==> src/rtl/rot_pkg.sv <==
package rot_pkg;

    // Per-core access controller states
    typedef enum logic [1:0] {
        PORT_IDLE = 2'd0,
        PORT_WAIT = 2'd1,
        PORT_RESP = 2'd2
    } port_state_e;

endpackage

==> src/rtl/rot_phase_counter.sv <==
module rot_phase_counter #(
    parameter  int NCORES = 4,
    localparam int LW     = $clog2(NCORES)
) (
    input  logic          clk,
    input  logic          rst_n,
    output logic [LW-1:0] phase
);

    always_ff @(posedge clk or negedge rst_n) begin
        if (!rst_n) begin
            phase <= '0;
        end else begin
            phase <= phase + 1'b1;
        end
    end

    // the rotation moves one bank per cycle, wrapping at N
    assert_phase_step_R2: assert property (@(posedge clk) disable iff (!rst_n)
        1'b1 |=> (phase == LW'($past(phase) + 1'b1)));

endmodule

==> src/rtl/rot_bank_ram.sv <==
module rot_bank_ram #(
    parameter  int DEPTH  = 16,
    parameter  int DATA_W = 32,
    localparam int RW     = $clog2(DEPTH),
    localparam int BW     = DATA_W / 8
) (
    input  logic              clk,
    input  logic              en,
    input  logic              we,
    input  logic [RW-1:0]     row,
    input  logic [DATA_W-1:0] wdata,
    input  logic [BW-1:0]     be,
    output logic [DATA_W-1:0] rdata
);

    logic [DATA_W-1:0] mem [DEPTH];

    always_ff @(posedge clk) begin
        if (en) begin
            if (we) begin
                for (int k = 0; k < BW; k++) begin
                    if (be[k]) begin
                        mem[row][8*k +: 8] <= wdata[8*k +: 8];
                    end
                end
            end else begin
                rdata <= mem[row];
            end
        end
    end

endmodule

==> src/rtl/rot_port_ctrl.sv <==
module rot_port_ctrl
    import rot_pkg::*;
#(
    parameter  int NCORES  = 4,
    parameter  int CORE_ID = 0,
    localparam int LW      = $clog2(NCORES)
) (
    input  logic          clk,
    input  logic          rst_n,
    input  logic          req,
    input  logic          we,
    input  logic [LW-1:0] addr_bank,
    input  logic [LW-1:0] phase,
    output logic          gnt,
    output logic          rvalid,
    output logic [LW-1:0] sel_q
);

    port_state_e   state_q, state_d;
    logic [LW-1:0] facing;
    logic          aligned;
    logic [LW:0]   wait_q;

    // Bank this core faces in the current cycle
    always_comb begin
        facing  = LW'(CORE_ID) + phase;
        aligned = (facing == addr_bank);
    end

    // Next-state logic
    always_comb begin
        state_d = state_q;
        unique case (state_q)
            PORT_IDLE, PORT_RESP: begin
                if (req && aligned) begin
                    state_d = we ? PORT_IDLE : PORT_RESP;
                end else if (req) begin
                    state_d = PORT_WAIT;
                end else begin
                    state_d = PORT_IDLE;
                end
            end
            PORT_WAIT: begin
                if (!req) begin
                    state_d = PORT_IDLE;
                end else if (aligned) begin
                    state_d = we ? PORT_IDLE : PORT_RESP;
                end else begin
                    state_d = PORT_WAIT;
                end
            end
            default: state_d = PORT_IDLE;
        endcase
    end

    // State register
    always_ff @(posedge clk or negedge rst_n) begin
        if (!rst_n) begin
            state_q <= PORT_IDLE;
        end else begin
            state_q <= state_d;
        end
    end

    // Outputs
    always_comb begin
        gnt    = req && aligned;
        rvalid = (state_q == PORT_RESP);
    end

    // Bank remembered for read return; wait length for the bound check
    always_ff @(posedge clk or negedge rst_n) begin
        if (!rst_n) begin
            sel_q  <= '0;
            wait_q <= '0;
        end else begin
            wait_q <= (req && !aligned) ? wait_q + 1'b1 : '0;
            if (req && aligned) begin
                sel_q <= facing;
            end
        end
    end

    // a held request never waits more than N-1 cycles
    assert_wait_bound_R4: assert property (@(posedge clk) disable iff (!rst_n)
        (req && !gnt) |-> (int'(wait_q) < NCORES - 1));

    // a read grant is followed by valid data in the next cycle
    assert_read_return_R6: assert property (@(posedge clk) disable iff (!rst_n)
        (gnt && !we) |=> rvalid);

    // valid data only ever follows a read grant
    assert_rvalid_cause_R6: assert property (@(posedge clk) disable iff (!rst_n)
        rvalid |-> $past(gnt && !we));

    // a write grant returns nothing
    assert_write_silent_R6: assert property (@(posedge clk) disable iff (!rst_n)
        (gnt && we) |=> !rvalid);

endmodule

==> src/rtl/rot_interleave_arb.sv <==
module rot_interleave_arb #(
    parameter  int NCORES     = 4,
    parameter  int BANK_DEPTH = 16,
    parameter  int DATA_W     = 32,
    localparam int LW         = $clog2(NCORES),
    localparam int RW         = $clog2(BANK_DEPTH),
    localparam int AW         = LW + RW,
    localparam int BW         = DATA_W / 8
) (
    input  logic                     clk,
    input  logic                     rst_n,
    input  logic [NCORES-1:0]        core_req,
    input  logic [NCORES-1:0]        core_we,
    input  logic [NCORES*AW-1:0]     core_addr,
    input  logic [NCORES*DATA_W-1:0] core_wdata,
    input  logic [NCORES*BW-1:0]     core_be,
    output logic [NCORES-1:0]        core_gnt,
    output logic [NCORES-1:0]        core_rvalid,
    output logic [NCORES*DATA_W-1:0] core_rdata
);

    // Configuration guard: power-of-two core count in range, power-of-two depth
    if (((NCORES & (NCORES - 1)) != 0) || (NCORES < 2) || (NCORES > 16) ||
        ((BANK_DEPTH & (BANK_DEPTH - 1)) != 0) || (BANK_DEPTH < 2)) begin : g_bad_config
        $error("rot_interleave_arb: NCORES must be a power of two in 2..16 and BANK_DEPTH a power of two >= 2");
    end

    logic [LW-1:0]     phase;
    logic [NCORES-1:0] gnt_v;
    logic [LW-1:0]     bank_v  [NCORES];
    logic [RW-1:0]     row_v   [NCORES];
    logic [LW-1:0]     sel_v   [NCORES];
    logic [DATA_W-1:0] wdata_v [NCORES];
    logic [BW-1:0]     be_v    [NCORES];
    logic [DATA_W-1:0] bank_rd [NCORES];

    rot_phase_counter #(.NCORES(NCORES)) u_phase (
        .clk   (clk),
        .rst_n (rst_n),
        .phase (phase)
    );

    // Per-core address split and access controller
    for (genvar c = 0; c < NCORES; c++) begin : g_core
        assign bank_v[c]  = core_addr[c*AW +: LW];
        assign row_v[c]   = core_addr[c*AW+LW +: RW];
        assign wdata_v[c] = core_wdata[c*DATA_W +: DATA_W];
        assign be_v[c]    = core_be[c*BW +: BW];

        rot_port_ctrl #(.NCORES(NCORES), .CORE_ID(c)) u_port (
            .clk       (clk),
            .rst_n     (rst_n),
            .req       (core_req[c]),
            .we        (core_we[c]),
            .addr_bank (bank_v[c]),
            .phase     (phase),
            .gnt       (gnt_v[c]),
            .rvalid    (core_rvalid[c]),
            .sel_q     (sel_v[c])
        );

        assign core_rdata[c*DATA_W +: DATA_W] = bank_rd[sel_v[c]];
    end

    assign core_gnt = gnt_v;

    // Per-bank crossbar leg: bank b is faced by core (b - phase) mod N
    for (genvar b = 0; b < NCORES; b++) begin : g_bank
        logic [LW-1:0]     src;
        logic              en;
        logic              we;
        logic [RW-1:0]     row;
        logic [DATA_W-1:0] wdata;
        logic [BW-1:0]     be;

        always_comb begin
            src   = LW'(b) - phase;
            en    = gnt_v[src];
            we    = core_we[src];
            row   = row_v[src];
            wdata = wdata_v[src];
            be    = be_v[src];
        end

        rot_bank_ram #(.DEPTH(BANK_DEPTH), .DATA_W(DATA_W)) u_ram (
            .clk   (clk),
            .en    (en),
            .we    (we),
            .row   (row),
            .wdata (wdata),
            .be    (be),
            .rdata (bank_rd[b])
        );
    end

    // grants in one cycle never share a bank
    for (genvar i = 0; i < NCORES; i++) begin : g_pair_i
        for (genvar j = i + 1; j < NCORES; j++) begin : g_pair_j
            assert_distinct_banks_R10: assert property (@(posedge clk) disable iff (!rst_n)
                !(gnt_v[i] && gnt_v[j] && (bank_v[i] == bank_v[j])));
        end
    end

endmodule

==> config.mk <==
export PLATFORM = sky130hd
export DESIGN_NAME = rot_interleave_arb
export DESIGN_NICKNAME = d
export VERILOG_FILES = /design/src/rtl/rot_pkg.sv /design/src/rtl/rot_phase_counter.sv /design/src/rtl/rot_bank_ram.sv /design/src/rtl/rot_port_ctrl.sv /design/src/rtl/rot_interleave_arb.sv
export SDC_FILE = /design/constraint.sdc
export NUM_CORES = 2
export LEC_CHECK = 0
export ABC_CLOCK_PERIOD_IN_PS = 3800
export BUFFER_PORTS_ARGS = -buffer_cell sky130_fd_sc_hd__buf_2
export CORE_MARGIN = 1
export CORE_UTILIZATION = 35
export CTS_CLUSTER_DIAMETER = 40
export CTS_CLUSTER_SIZE = 24
export DETAILED_ROUTE_END_ITERATION = 6
export GPL_TIMING_DRIVEN = 0
export PLACE_DENSITY = 0.62
export SLEW_MARGIN = 20
export SYNTH_ARGS = -nofsm -noshare
export SYNTH_HDL_FRONTEND = slang
export SYNTH_HIERARCHICAL = 1
export SYNTH_SLANG_ARGS = --single-unit
==> constraint.sdc <==
create_clock -name clk -period 3.8 [get_ports clk]
set_clock_uncertainty 0.2 [all_clocks]
set_input_delay 0.95 -clock clk [delete_from_list [all_inputs] [get_ports clk]]
set_output_delay 0.95 -clock clk [all_outputs]
set_load 0.1 [all_outputs]
Word-level counts from Yosys, hierarchy flattened
Memories as Yosys holds them, arrays and structs flattened. A register that Yosys moved wholly into a read port is not among the register bits.
Index checks and enable logic that the tools add are counted.
{"block": "totals", "input_bits": 178, "wordCells": 224, "latch_bits": 0, "mem_count": 4, "reg_bits": 18, "rom_bits": 0, "mem_bits_rw": 2048}
{"block": "classes", "n_bitwise": 12, "mux": 152, "reduce_logical": 16, "div": 0, "n_addsub": 7, "n_lt_le_gt_ge": 12, "n_shift": 0, "eq_ne": 12, "multipliers": 0}
{"memory": "g_bank[0].u_ram.mem", "words": 16, "word_bits": 32, "read_ports": 1, "rd_ports_with_merged_regs": 1, "wr": 1, "line_no": "rot_bank_ram.sv:16", "text": "logic [DATA_W-1:0] mem [DEPTH];"}
{"memory": "g_bank[1].u_ram.mem", "words": 16, "word_bits": 32, "read_ports": 1, "rd_ports_with_merged_regs": 1, "wr": 1, "line_no": "rot_bank_ram.sv:16"}
{"memory": "g_bank[2].u_ram.mem", "words": 16, "word_bits": 32, "read_ports": 1, "rd_ports_with_merged_regs": 1, "wr": 1, "line_no": "rot_bank_ram.sv:16"}
{"memory": "g_bank[3].u_ram.mem", "words": 16, "word_bits": 32, "read_ports": 1, "rd_ports_with_merged_regs": 1, "wr": 1, "line_no": "rot_bank_ram.sv:16"}
{"op": "32-bit binary-select mux with 2-bit select", "n": 8}
{"op": "32-bit two-way mux", "n": 16}
{"op": "1-bit two-way mux", "n": 76}
{"op": "4-bit binary-select mux with 2-bit select", "n": 8}
{"op": "4-bit two-way mux", "n": 16}
{"op": "2-bit two-way mux", "n": 16}
{"op": "3-bit greater-or-equal comparator, second input constant", "n": 8}
{"op": "2-bit inverter with 3-bit output", "n": 8}
{"op": "1-bit binary-select mux with 2-bit select", "n": 8}
{"op": "2-bit case mux with 2 select lines", "n": 4}
{"op": "2-bit by 3-bit < comparator with 1-bit output, second input constant", "n": 4}
{"op": "2-bit by 1-bit == test with 1-bit output, second input constant", "n": 4}
{"op": "2-bit == test", "n": 4}
{"op": "2-bit == test, second input constant", "n": 4}
{"op": "2-bit logical NOT", "n": 4}
{"op": "2-bit AND reduction", "n": 4}
{"op": "2-bit OR reduction", "n": 4}
{"op": "2-bit adder, first input constant", "n": 2}
{"op": "1-bit logical AND", "n": 4}
{"op": "1-bit inverter", "n": 4}
{"op": "1-bit by 2-bit subtractor with 2-bit output, first input constant", "n": 2}
{"op": "2-bit subtractor, first input constant", "n": 2}
{"op": "2-bit by 1-bit adder with 2-bit output, second input constant", "n": 1}

Longest topological paths before layout
{"block": "depth", "depth_word": 9, "mapped_depth": 10}

Cells and area by module
The synthesis kept the hierarchy.
{"module": "rot_bank_ram", "n_inst": 4, "seq_area_each_um2": 16335.7, "area_per_inst_um2": 20460.9, "cells_per_inst": 911}
{"module": "rot_interleave_arb", "n_inst": 1, "seq_area_each_um2": 0.0, "area_per_inst_um2": 7065.5, "cells_per_inst": 362}
{"module": "rot_port_ctrl (g_core[3].u_port)", "n_inst": 1, "seq_area_each_um2": 100.1, "area_per_inst_um2": 240.2, "cells_per_inst": 28}
{"module": "rot_port_ctrl (g_core[1].u_port)", "n_inst": 1, "seq_area_each_um2": 100.1, "area_per_inst_um2": 231.5, "cells_per_inst": 22}
{"module": "rot_port_ctrl (g_core[2].u_port)", "n_inst": 1, "seq_area_each_um2": 100.1, "area_per_inst_um2": 220.2, "cells_per_inst": 23}
{"module": "rot_port_ctrl (g_core[0].u_port)", "n_inst": 1, "seq_area_each_um2": 100.1, "area_per_inst_um2": 206.4, "cells_per_inst": 23}
{"module": "rot_phase_counter", "n_inst": 1, "seq_area_each_um2": 50.0, "area_per_inst_um2": 62.6, "cells_per_inst": 4}

Worst setup path after synthesis
No wires, ideal clock.
{"block": "synth_path", "path_type": "input-to-reg", "start": "in core_addr[7]", "end": "reg g_bank[0].u_ram.rdata[0] (read register of g_bank[0].u_ram.mem) (enable)", "path_buffers": 0, "setup_ns": 0.425, "t_required_ns": 3.175, "stages": 4, "arrival_ns": 5.054, "slack_ns": -1.879, "cell_sequence": "xnor2_2 > mux2i_1 > mux4_2 > nor2b_1"}
{"block": "synth_via", "elab_chain_len": 5}
{"element": "start: declaration", "line_no": "rot_interleave_arb.sv:14", "text": "input logic [NCORES*AW-1:0] core_addr,"}
{"element": "2-bit == test", "line_no": "rot_port_ctrl.sv:27", "text": "aligned = (facing == addr_bank);"}
{"element": "1-bit logical AND", "line_no": "rot_port_ctrl.sv:67", "text": "gnt = req && aligned;"}
{"element": "net core_gnt[1]", "line_no": "rot_interleave_arb.sv:17", "text": "output logic [NCORES-1:0] core_gnt,"}
{"element": "1-bit binary-select mux with 2-bit select", "line_no": "rot_interleave_arb.sv:78", "text": "en = gnt_v[src];"}
{"element": "1-bit two-way mux (implied by the code)", "line_no": "rot_interleave_arb.sv:78"}
{"element": "net g_bank[0].en", "line_no": "rot_interleave_arb.sv:70", "text": "logic en;"}
{"element": "2-bit AND reduction (no line)"}
{"element": "end: declaration", "line_no": "rot_bank_ram.sv:13", "text": "output logic [DATA_W-1:0] rdata"}
The timed path passes the listed nets, and every way through them passes these cells. The select of a mux whose other input is x is not followed.
A chain may end at the register's enable or synchronous reset.

Final worst setup path
{"block": "layout_path", "start": "reg u_phase.phase[0]", "end": "reg g_bank[3].u_ram.rdata[25] (read register of g_bank[3].u_ram.mem) (data pin)"}
{"element": "start: declaration", "line_no": "rot_phase_counter.sv:7", "text": "output logic [LW-1:0] phase"}
{"element": "start signal: assignment", "line_no": "rot_phase_counter.sv:14", "text": "phase <= phase + 1'b1;"}
{"element": "2-bit subtractor", "line_no": "rot_interleave_arb.sv:77", "text": "src = LW'(b) - phase;"}
{"element": "2-bit inverter with 3-bit output (implied by the code)", "line_no": "rot_interleave_arb.sv:80", "text": "row = row_v[src];"}
{"element": "4-bit binary-select mux with 2-bit select", "line_no": "rot_interleave_arb.sv:80"}
{"element": "4-bit two-way mux (implied by the code) (2 in a row)", "line_no": "rot_interleave_arb.sv:80"}
{"element": "net g_bank[3].row[1]", "line_no": "rot_interleave_arb.sv:72", "text": "logic [RW-1:0] row;"}
{"element": "end: declaration", "line_no": "rot_bank_ram.sv:13"}
The timed path passes the listed nets, and every way through them passes these cells. The select of a mux whose other input is x is not followed.

==> impl_metrics.csv <==
group,metric,value,unit
run_status,outcome,"finished, violations left",
run_status,violations,"negative setup slack",
power,power_report.internal_total,43.0,mW
cells_and_area,final_common_cell,"sky130_fd_sc_hd__edfxtp_1",
sta,layout_worst_path_cycle_share,101,%
sta,max_clock_freq,0.260,GHz
setup_path,cp_max_fo,10,
cells_and_area,multi_input_comb_area,25400,um2
sta,drv_slew,0,
global_routing,antenna_found_initial,35,
sta,final-setup-viol-count,5,
floorplanning,core_area,255000,um2
cts,clk_latency,920,ps
power,max-vdd-ir-drop,0.000530,V
synth,synth_top_flop_cell,"sky130_fd_sc_hd__edfxtp_1",
setup_path,cp-start-kind,"flip-flop",
floorplanning,rows,185,
place,dp.final_hpwl,207,mm
job,max-cap-violations,0,
sta,setup_tns,-101,ps
sta,setup_ws,-46.1,ps
power,p_sw,13.7,mW
cells_and_area,nFillCells,21293,
detailed_routing,route.detailed.drc,0,
global_routing,grt_pass1_wl,393,mm
setup_path,cells_on_worst_reg2reg_path,9,
power,static-leakage-power,35.1,nW
synth,synth_area_per_cell,21.9,um2
cells_and_area,sequential_cell_area,65800,um2
place,pre_cts_ws,-2620,ps
sta,final_hold_violation_count,0,
cts,cts_num_sinks,2194,
power,combPwrFrac,7.8,%
cts,clkSlewWorstSetupHoldPaths,50,ps
place,buffer_ports.inserted,313,
setup_path,critPathCaptureType,"flip-flop",
power,pwr-share-seq,47.1,%
sta,worst_rel_slew_slack,41.9,%
cells_and_area,mostFrequentLayoutCells,"sky130_fd_sc_hd__edfxtp_1 (2176), sky130_fd_sc_hd__mux4_2 (808), sky130_fd_sc_hd__clkbuf_16 (284)",
global_routing,grt_pass1_vias,48789,
sta,worst_hold_slack,124,ps
floorplanning,floorplan.io_pins,314,
sta,setup_repair_after_global_routing_missed_its_margin,"yes",
cts,cts-buffers-inserted,276,
power,switching_share,24.2,%
sta,finalCriticalPeriod,3850,ps
cts,root_buffer,"sky130_fd_sc_hd__clkbuf_16",
synth,synth_area_leaders,"sky130_fd_sc_hd__edfxtp_1 (73%), sky130_fd_sc_hd__mux4_2 (20%), sky130_fd_sc_hd__a22oi_1 (2.1%)",
setup_path,timing_worst_setup_path_type,"flip-flop to flip-flop",
synth,netlist_area,89900,um2
detailed_routing,viasPerCell,5.75,
detailed_routing,wire_per_inst,34.1,um
hold_path,min_delay_path_depth,2,
detailed_routing,vias,48610,
power,power.share.clock,45.1,%
setup_path,critPathArrivalTime,4220,ps
detailed_routing,ant_nets,0,
cells_and_area,area.growth.synth_to_final,23.9,%
place,routabilityCongestion,0.876,
floorplanning,die_area,259000,um2
setup_path,worstPathRequired,4170,ps
synth,synth-edff-count,2176,
cells_and_area,final_cell_area,111000,um2
global_routing,grt_overflow,0,
cells_and_area,layout_nets,5059,
synth,synth_largest_area_cell,"sky130_fd_sc_hd__edfxtp_1",
detailed_routing,totalWireLength,288,mm
hold_path,hold_path.class,"primary input to flip-flop",
detailed_routing,drt_iter0_markers,6245,
synth,ys_async_sr_fraction,0.820,%
cells_and_area,post_route_cells_drive_above_1_share,48.0,%
floorplanning,dieWidth,509,um
floorplanning,initial_utilization,35.3,%
synth,distinct_cells_synth,39,
floorplanning,die-height,509,um
synth,synth.top_cell.area_share,72.7,%
synth,synth_sequential_area_ratio,73.2,%
synth,yosysWarnings,6,
sta,timing_worst_slew_pin_value,872,ps
setup_path,worst-r2r-setup-slack,-50,ps
synth,yosys_register_bits,2194,
place,placed_area,96000,um2
power,powerDensity,510,nW/um2
cts,cts_htree_levels,5,
synth,syn_inst,4106,
cts,clock_tree_from_tritoncts,"built",
cts,cts_buffer_depth,4,
global_routing,grt_start_max_net_pins,21,
global_routing,gr-usage-all-layers,22.1,%
detailed_routing,dr.pass1.iters,6,
synth,synth.net_count,4284,
-- critical path, cell delays in order (launching register included) --
cell,delay [ps]
sky130_fd_sc_hd__dfrtp_4,500
sky130_fd_sc_hd__buf_12,190
sky130_fd_sc_hd__buf_12,200
sky130_fd_sc_hd__buf_6,220
sky130_fd_sc_hd__mux4_2,200
sky130_fd_sc_hd__buf_2,290
sky130_fd_sc_hd__buf_1,660
sky130_fd_sc_hd__mux4_2,400
sky130_fd_sc_hd__a22oi_1,390
sky130_fd_sc_hd__nand2_2,230
-- path summary, 6_finish.rpt --
check	start	to
min	core_we[2]	g_core[2].u_port/state_q[1]$_DFF_PN0_
max in group asynchronous	rst_n	u_phase/phase[0]$_DFF_PN0_
max	u_phase/phase[0]$_DFF_PN0_	g_bank[3].u_ram/rdata[25]$_DFFE_PP_
min in group asynchronous	rst_n	g_core[3].u_port/state_q[0]$_DFF_PN0_
max reg2reg	u_phase/phase[0]$_DFF_PN0_	g_bank[3].u_ram/rdata[25]$_DFFE_PP_
min reg2reg	g_core[3].u_port/state_q[1]$_DFF_PN0_	g_core[3].u_port/state_q[1]$_DFF_PN0_
-- power by group through the flow --
stage,registers (mW),logic [mW],clock network (mW)
after floorplan,27.2,2.52,0
after global placement,27.2,4.09,0
after detailed placement,27.2,4.15,0
after CTS,26.7,4.39,25.8
after global routing,26.7,4.55,26.8
final,26.7,4.44,25.6
-- cell usage after synthesis, types with 2 or more instances --
cell type,count
sky130_fd_sc_hd__a21oi_1,4
sky130_fd_sc_hd__a22oi_1,256
sky130_fd_sc_hd__and2_1,6
sky130_fd_sc_hd__and3_1,2
sky130_fd_sc_hd__buf_1,17
sky130_fd_sc_hd__buf_2,109
sky130_fd_sc_hd__buf_4,11
sky130_fd_sc_hd__buf_6,33
sky130_fd_sc_hd__clkbuf_1,99
sky130_fd_sc_hd__dfrtp_1,18
sky130_fd_sc_hd__edfxtp_1,2176
sky130_fd_sc_hd__inv_1,4
sky130_fd_sc_hd__mux2i_1,2
sky130_fd_sc_hd__mux4_2,808
sky130_fd_sc_hd__nand2_1,193
sky130_fd_sc_hd__nand2b_1,5
sky130_fd_sc_hd__nand3_1,32
sky130_fd_sc_hd__nand3b_1,2
sky130_fd_sc_hd__nor2_1,254
sky130_fd_sc_hd__nor2b_1,26
sky130_fd_sc_hd__nor3_1,2
sky130_fd_sc_hd__nor4_1,18
sky130_fd_sc_hd__o211ai_1,4
sky130_fd_sc_hd__o21ai_0,6
sky130_fd_sc_hd__xor2_1,5
-- area by class of cell --
class                      instances  area share (%)
sequential                      2194            59.1
multi-input combinational       1638            22.8
clock buffer                     298            6.44
timing repair buffer             501            4.41
tap                             3366            3.78
buffer                           266            1.86
clock inverter                   173            1.58
antenna                           15          0.0337
inverter                           4          0.0135
-- per-stage QoR --
step           power [mW]  util [%]  instances
4_1_cts              56.9      43.5       8420
2_1_floorplan        29.7         -       4106
3_3_place_gp         31.3      37.6       7785
6_report             56.8      43.7       8455
3_5_place_dp         31.4      37.7       7789
5_1_grt              58.0      43.7       8445
-- kinds of logic (layout without fill, tap and decap cells) --
group / Yosys count / after routing / share of synthesized area, %
XOR/XNOR: 8 / 8 / 0.0947
other: 0 / 15 / 0
AO/OA/AOI/OAI: 275 / 275 / 2.27
multiplexers: 811 / 811 / 20.3
flip-flops: 2194 / 2194 / 73.2
buffers and inverters: 274 / 1242 / 1.63
AND/OR/NAND/NOR: 544 / 544 / 2.51
-- registers in the layout, summed over array words and instances, names as in the netlist --
register / cells
g_core.u_port/sel_q: 8
g_core.u_port/state_q: 8
g_bank.u_ram/mem: 2048
u_phase/phase: 2
g_bank.u_ram/rdata: 128
-- repair_timing --
action	CTS	global route
cloned	0	0
pin swaps	151	25
endpoints found under the setup margin	2300	868
hold endpoints to repair	18	0
buffers inserted	162	21
hold buffers	1	0
gates resized for setup	979	117
-- routing by layer --
layer | wire (um) | track usage, %
met5 | 181 | 0
met4 | 18200 | 12.0
met3 | 24700 | 4.72
met2 | 145000 | 37.7
met1 | 100000 | 26.2
No activity file was read; power rests on OpenSTA's default activity.
